`src/rtl/pix_unpack.sv`:
```
module pix_unpack #(
  parameter int WORD_W = 32,
  parameter int COMP_W = 8
) (
  input  logic                      clk,
  input  logic                      rst_n,
  input  logic                      unit32,
  input  logic                      big_end,
  input  logic [$clog2(WORD_W)-1:0] a_pos,
  input  logic [$clog2(WORD_W)-1:0] r_pos,
  input  logic [$clog2(WORD_W)-1:0] g_pos,
  input  logic [$clog2(WORD_W)-1:0] b_pos,
  input  logic [$clog2(COMP_W):0]   a_len,
  input  logic [$clog2(COMP_W):0]   r_len,
  input  logic [$clog2(COMP_W):0]   g_len,
  input  logic [$clog2(COMP_W):0]   b_len,
  input  logic                      in_valid,
  output logic                      in_ready,
  input  logic [WORD_W-1:0]         in_data,
  output logic                      out_valid,
  input  logic                      out_ready,
  output logic [COMP_W-1:0]         out_a,
  output logic [COMP_W-1:0]         out_r,
  output logic [COMP_W-1:0]         out_g,
  output logic [COMP_W-1:0]         out_b
);
  localparam int POS_W = $clog2(WORD_W);
  localparam int LEN_W = $clog2(COMP_W) + 1;
  localparam int HALF  = WORD_W / 2;
  localparam int NB    = WORD_W / 8;

  logic [WORD_W-1:0] word_q, swapped, ordered, unit;
  logic              slot_q, full_q, last;

  always_comb
    for (int b = 0; b < NB; b++)
      swapped[8*b +: 8] = word_q[8*(NB-1-b) +: 8];

  assign ordered = big_end ? swapped : word_q;

  always_comb begin
    if (unit32)
      unit = ordered;
    else if (slot_q ^ big_end)
      unit = {{HALF{1'b0}}, ordered[WORD_W-1:HALF]};
    else
      unit = {{HALF{1'b0}}, ordered[HALF-1:0]};
  end

  function automatic logic [COMP_W-1:0] grab(input logic [WORD_W-1:0] u,
                                              input logic [POS_W-1:0]  p,
                                              input logic [LEN_W-1:0]  l,
                                              input logic [COMP_W-1:0] none);
    logic [WORD_W-1:0] sh;
    logic [COMP_W-1:0] v, x, r;
    int w;
    w = (int'(l) > COMP_W) ? COMP_W : int'(l);
    if (w == 0) return none;
    sh = u >> p;
    v  = sh[COMP_W-1:0] & COMP_W'((32'd1 << w) - 32'd1);
    x  = v << (COMP_W - w);
    r  = x;
    for (int k = 1; k < COMP_W; k++) r = r | (x >> (k * w));
    return r;
  endfunction

  assign out_a = grab(unit, a_pos, a_len, '1);
  assign out_r = grab(unit, r_pos, r_len, '0);
  assign out_g = grab(unit, g_pos, g_len, '0);
  assign out_b = grab(unit, b_pos, b_len, '0);

  assign last      = unit32 | slot_q;
  assign out_valid = full_q;
  assign in_ready  = !full_q || (out_ready && last);

  always_ff @(posedge clk or negedge rst_n) begin
    if (!rst_n) begin
      word_q <= '0;
      slot_q <= 1'b0;
      full_q <= 1'b0;
    end else if (in_valid && in_ready) begin
      word_q <= in_data;
      slot_q <= 1'b0;
      full_q <= 1'b1;
    end else if (out_valid && out_ready) begin
      if (last) full_q <= 1'b0;
      else      slot_q <= 1'b1;
    end
  end

  p_stall_hold_r8: assert property (@(posedge clk) disable iff (!rst_n)
    out_valid && !out_ready |=> out_valid && $stable(word_q) && $stable(slot_q));

  p_no_accept_on_stall_r9: assert property (@(posedge clk) disable iff (!rst_n)
    out_valid && !out_ready |-> !in_ready);

  p_load_first_r9: assert property (@(posedge clk) disable iff (!rst_n)
    in_valid && in_ready |=> out_valid && !slot_q);

  p_second_half_r4: assert property (@(posedge clk) disable iff (!rst_n)
    out_valid && out_ready && !unit32 && !slot_q && !in_valid |=> out_valid && slot_q);

  p_absent_alpha_r7: assert property (@(posedge clk) disable iff (!rst_n)
    out_valid && a_len == '0 |-> out_a == '1);
endmodule

```
`config.mk`:
```
export PLATFORM = sky130hd
export DESIGN_NAME = pix_unpack
export DESIGN_NICKNAME = d
export VERILOG_FILES = /design/src/rtl/pix_unpack.sv
export SDC_FILE = /design/constraint.sdc
export NUM_CORES = 1
export LEC_CHECK = 0
export ABC_AREA = 1
export CAP_MARGIN = 20
export CORE_ASPECT_RATIO = 1.1
export CORE_MARGIN = 10
export CORE_UTILIZATION = 45
export CTS_BUF_LIST = sky130_fd_sc_hd__clkbuf_2
export DETAILED_ROUTE_END_ITERATION = 10
export DONT_BUFFER_PORTS = 1
export PLACE_DENSITY = 0.66
export SYNTH_ARGS = -nofsm -noshare
export SYNTH_HDL_FRONTEND = slang
export SYNTH_SLANG_ARGS = --single-unit
```
`constraint.sdc`:
```
create_clock -name clk -period 5.8 [get_ports clk]
set_clock_uncertainty 0.05 [all_clocks]
set_input_delay 0 -clock clk [delete_from_list [all_inputs] [get_ports clk]]
set_output_delay 0 -clock clk [all_outputs]
set_load 0.005 [all_outputs]
```
# After elaboration in Yosys (flattened, before gate mapping)

Cells that the tools add are included.

Add/subtract/negate cells: 8
$mul: 16
Order comparisons: 4
Equal/unequal tests: 1
Shift-type cells: 40
Multiplexer cells: 25
Bitwise logic cells: 34
Reduce and logical (&&, ||, !) cells: 13

Operators with widths:

| kind                                                                     | number |
|---|---|
| 8-bit OR                                                                 | 28 |
| 32-bit zero test                                                         | 4 |
| 8-bit by 32-bit << shifter with 8-bit output                             | 4 |
| 32-bit by 5-bit >> shifter with 8-bit output                             | 4 |
| 8-bit by 7-bit >> shifter with 8-bit output                              | 12 |
| 32-bit two-way mux                                                       | 2 |
| 8-bit two-way mux                                                        | 8 |
| 8-bit by 6-bit >> shifter with 8-bit output                              | 8 |
| 3-bit by 4-bit multiplier with 7-bit output (first input constant)       | 8 |
| 2-bit by 4-bit multiplier with 6-bit output (first input constant)       | 8 |
| 8-bit AND                                                                | 4 |
| 1-bit by 4-bit << shifter with 8-bit output (first input constant)       | 4 |
| 8-bit by 4-bit >> shifter with 8-bit output                              | 4 |
| 8-bit by 5-bit >> shifter with 8-bit output                              | 4 |
| 8-bit by 1-bit subtractor with 8-bit output (second input constant)      | 4 |
| 4-bit by 4-bit subtractor with 5-bit output (first input constant)       | 4 |
| 4-bit > comparator (second input constant)                               | 4 |
| 16-bit two-way mux                                                       | 1 |
| 4-bit two-way mux                                                        | 4 |
| 1-bit two-way mux                                                        | 10 |
| 2-bit AND reduction                                                      | 2 |
| 2-bit nonzero test                                                       | 2 |
| 1-bit logical AND                                                        | 3 |
| 2-bit by 1-bit inequality test with 1-bit output (second input constant) | 1 |
| other kinds (4)                                                          | 4 |

Register bits after elaboration: 34
Word-level logic and storage cells: 144

# Depth between registers and ports, before layout

Word-level depth: 15
Gate-level depth with buffers: 30
Gate-level depth less buffers: 29

# Worst setup path before layout

Ideal clock, no wire load.

Path kind: input to output
Start: input port b_len[3]
End: output port out_b[3]
Arrival time: 3.764 ns
Data required time: 5.750 ns
Path slack: 1.986 ns
Cell stages on the path: 15
Buffers on the path: 2
Cell sequence: clkbuf_1 > nor2_1 > clkbuf_1 > fa_1 > ha_1 > fa_1 > a2111oi_0 > inv_1 > nor2_1 > nand3_1 > a21oi_1 > nand2_1 > nand3_1 > nor2_1 > nor2_1

Cells in the longest elaborated chain, start to end: 15
Elaborated cells between the ends (all ways): 28

RTL lines:

| item                                         | RTL line | source |
|---|---|---|
| start: declaration                           | 16       | `input logic [$clog2(COMP_W):0] b_len,` |
| 4-bit > comparator                           | 57       | `w = (int'(l) > COMP_W) ? COMP_W : int'(l);` |
| 4-bit two-way mux *                          | 57       |  |
| 1-bit by 4-bit << shifter with 8-bit output  | 60       | `v = sh[COMP_W-1:0] & COMP_W'((32'd1 << w) - 32'd1);` |
| 8-bit by 1-bit subtractor with 8-bit output  | 60       |  |
| 8-bit AND                                    | 60       |  |
| 8-bit by 32-bit << shifter with 8-bit output | 61       | `x = v << (COMP_W - w);` |
| 8-bit by 4-bit >> shifter with 8-bit output  | 63       | `for (int k = 1; k < COMP_W; k++) r = r \| (x >> (k * w));` |
| 8-bit OR (7 in series)                       | 63       |  |
| 8-bit two-way mux *                          | 59       | `sh = u >> p;` |
| end: declaration                             | 25       | `output logic [COMP_W-1:0] out_b` |

Mark *: on every way between the ends. The rest lies on a longest branch, timed or not.

# Worst setup path after layout

Start: input port b_len[0]
End: output port out_b[1]

Same word-level chain as after synthesis.

==> summary.txt <==
Min Clock Period, post-route = 4.239 ns
Share of cells above drive strength 1 = 5.854%
Seq/Total Area, Yosys = 5.752%
Critical Path Start Type = primary input
Worst slew pin tran = 1.084 ns
Hold Crit Class = primary input to register
CP max stage delay = 1.04 ns
FFs w/ async S/R, synth = 100.0%
FMAX = 0.2359 GHz
Required @ worst endpoint = 5.75 ns
Detailed Routing Iterations Pass 1 = 6
Most frequent cells in the layout = nand2_1, nand3_1, nor2_1
Finished Cell Area = 15230 um^2
Max H-tree Level = 2
GRT overflow = 0
Avg Cell Area, Syn = 5.028 um^2
TNS Setup = 0 ns
WP buf/inv = 4
Fin crit share = 73.09%
Clk slew on worst S/H paths = 0.16 ns
Initial antenna violation count = 0
Setup crit end kind = output port
Non-Filler Instances = 3296
CP Class = primary input to output port
Final wirelength = 59.61 mm
Detailed Place HPWL = 45.12 mm
Clock latency on the worst-skew pair = 0.37 ns
Total power = 2.665 mW
Post-place setup slack = 1.617 ns
Vias per cell = 5.984
Diode count = 0
Final setup vio count = 0
Flop-to-flop setup slack = 3.94 ns
Iter 0 DRT Violations = 1855
Final Hold Vio Count = 0
Post-synth EDFFs = 0
Hold path endpoint = out_valid
Row Count = 69
WP depth = 18
Crit path arrival time = 4.19 ns
Pwr/cell area = 175.0 nW/um^2
Initial core utilization = 45.69%
CP delay by family, top = buffers and inverters
Hold path start = in_valid
RSZ-0062 raised after global routing = no
R2R Path End = word_q[25]
Cell count after synthesis = 2942
CTS tree = built
Cts bufs inserted = 5
All-Layer GR Usage = 28.30%
IO Count = 108
Core Area = 32370 um^2
Reg2reg path depth = 5
Fin util = 47.05%
Die area = 40530 um^2
Max Slew Vio Count = 0
Max FO, Critical Path = 22
Top cell type's share of synthesized area = 24.64%
Drc violations = 0
Fin nets = 3009
Peak supply drop = 0.09415 mV
Area grow syn2layout = 2.977%
Vias in the first global route = 18680
Area after DPL = 14810 um^2
Yosys top cell by area = nand2_1
GP Congestion = 1.004
Predominant post-synthesis flop cell = dfrtp_1
Clk sinks = 34
Die X = 192.9 um
Yosys reg bits = 34
Routed via count = 19720
WHS Path Cells = 3
Pin count of the biggest net entering global routing = 71
# port buffers = 0
Syn nets = 3080
Synthesis Warnings = 0
Cells after DPL = 3252
Crit-path most repeated cell = nand2_1
Crit path cell chain = inv_1, nor2_1, buf_4, clkinv_1, ha_1, clkinv_1, nand4_1, a21oi_1, nand2_1, nand2_1, nand2_1, nand2_1, nand2_1, nand3_1, nor2_1, nand2_1, nor2_1, nor2_1
DR WL/cell = 18.09 um
Worst setup margin = 1.561 ns
Lkg Pwr = 7.898 nW
Die Span Y = 210.2 um
Clock Tree Root = clkbuf_2
Post-Syn Area = 14790 um^2
Worst-case clock buffer depth = 2
Critical path's slowest cell = ha_1
Antenna-violating nets left = 0
Worst hold slack = 0.03055 ns
Unique cell type count in the Yosys netlist = 59
Critical R2R Launch = slot_q
Commonest non-fill, non-tap cell in the layout = nand2_1
Area contributors post-synth = nand2_1, nand3_1, nor2_1
First-pass GRT wire length = 95.66 mm
Status = finished clean
Slew margin rel. = 27.67%
Total of max-cap violations = 0
[state kept, by name, summed over array words and instances, names as in the netlist]
name	cells
out_valid	1
slot_q	1
word_q	32
[timing repair]
| action | CTS | global route |
|---|---|---|
| setup endpoints to repair | 0 | 0 |
| endpoints found under the hold margin | 68 | 21 |
| hold buffers | 37 | 1 |
| resized for setup | 0 | 0 |
| setup buffers | 0 | 0 |
[cell families after synthesis]
logic type	synth area share [%]
muxes	1.362
xor gates and xnor gates	0.9474
AOI/OAI and AO/OA	12.32
buffers and inverters	10.95
DFF	5.752
adders and majority gates	6.175
and+or+nand+nor	62.49
[final cells by class]
class	count	area (um^2)
clock buffers	5	25.02
clock inverters	1	3.754
repair buffers	53	503.0
fillers	3622	17140
well taps	426	533.0
inverters	262	996.0
multi-input cells	2515	12320
flip-flops and latches	34	850.8
[layer usage]
metal	part of all wire, %	wire, um	vias to the layer above	track usage, %
met5	0	0	-	0
met4	7.0	4178	0	17.87
met3	7.9	4686	257	4.244
met2	47	28270	980	48.28
met1	38	22480	8847	32.33
li1	-	-	9638	-
[worst max path at each step]
stage | start | to | slack (ns)
final | b_len[0] | out_b[1] | 1.56
after global routing | b_len[0] | out_b[3] | 1.08
after CTS | g_len[2] | out_g[3] | 1.62
after detailed placement | g_len[2] | out_g[3] | 1.62
after global placement | g_len[2] | out_g[3] | 1.59
after floorplan | b_len[3] | out_b[3] | 1.99
[where the power goes]
part           switching (mW)  internal (mW)  total, mW
registers              0.0554          0.299      0.354
clock network          0.0768         0.0239      0.101
logic                    1.56          0.653       2.21
[synthesized netlist by cell type (2+ instances only)]
cell type,count
a21oi_4,4
dfrtp_1,34
a21oi_1,120
o211ai_1,24
nand2_1,971
inv_2,16
a2111oi_0,2
o21ai_0,91
nand2_4,2
nand3_1,721
clkbuf_1,55
a21oi_2,6
nor2_2,10
mux2_2,17
nand3b_1,2
nand2_2,68
xnor2_1,11
nand4_1,45
and2_1,2
nor2_1,250
o2111ai_1,2
nor3_1,12
a21boi_0,6
o31ai_1,3
nand3_2,7
buf_2,37
buf_4,2
a31oi_1,10
buf_1,27
o21ai_1,28
fa_1,15
buf_6,9
a211o_1,4
clkinv_1,24
o22ai_1,2
ha_1,49
xor2_1,5
or2_2,8
a22oi_1,2
inv_1,220
[worst reg2reg max path, cell delays in order, from the launching register on]
cell	delay, ns
dfrtp_1	0.48
o21ai_0	0.18
nand2_1	0.13
nand2_1	0.08
buf_4	0.43
mux2_2	0.42
Power figures use the tool's default switching activity.
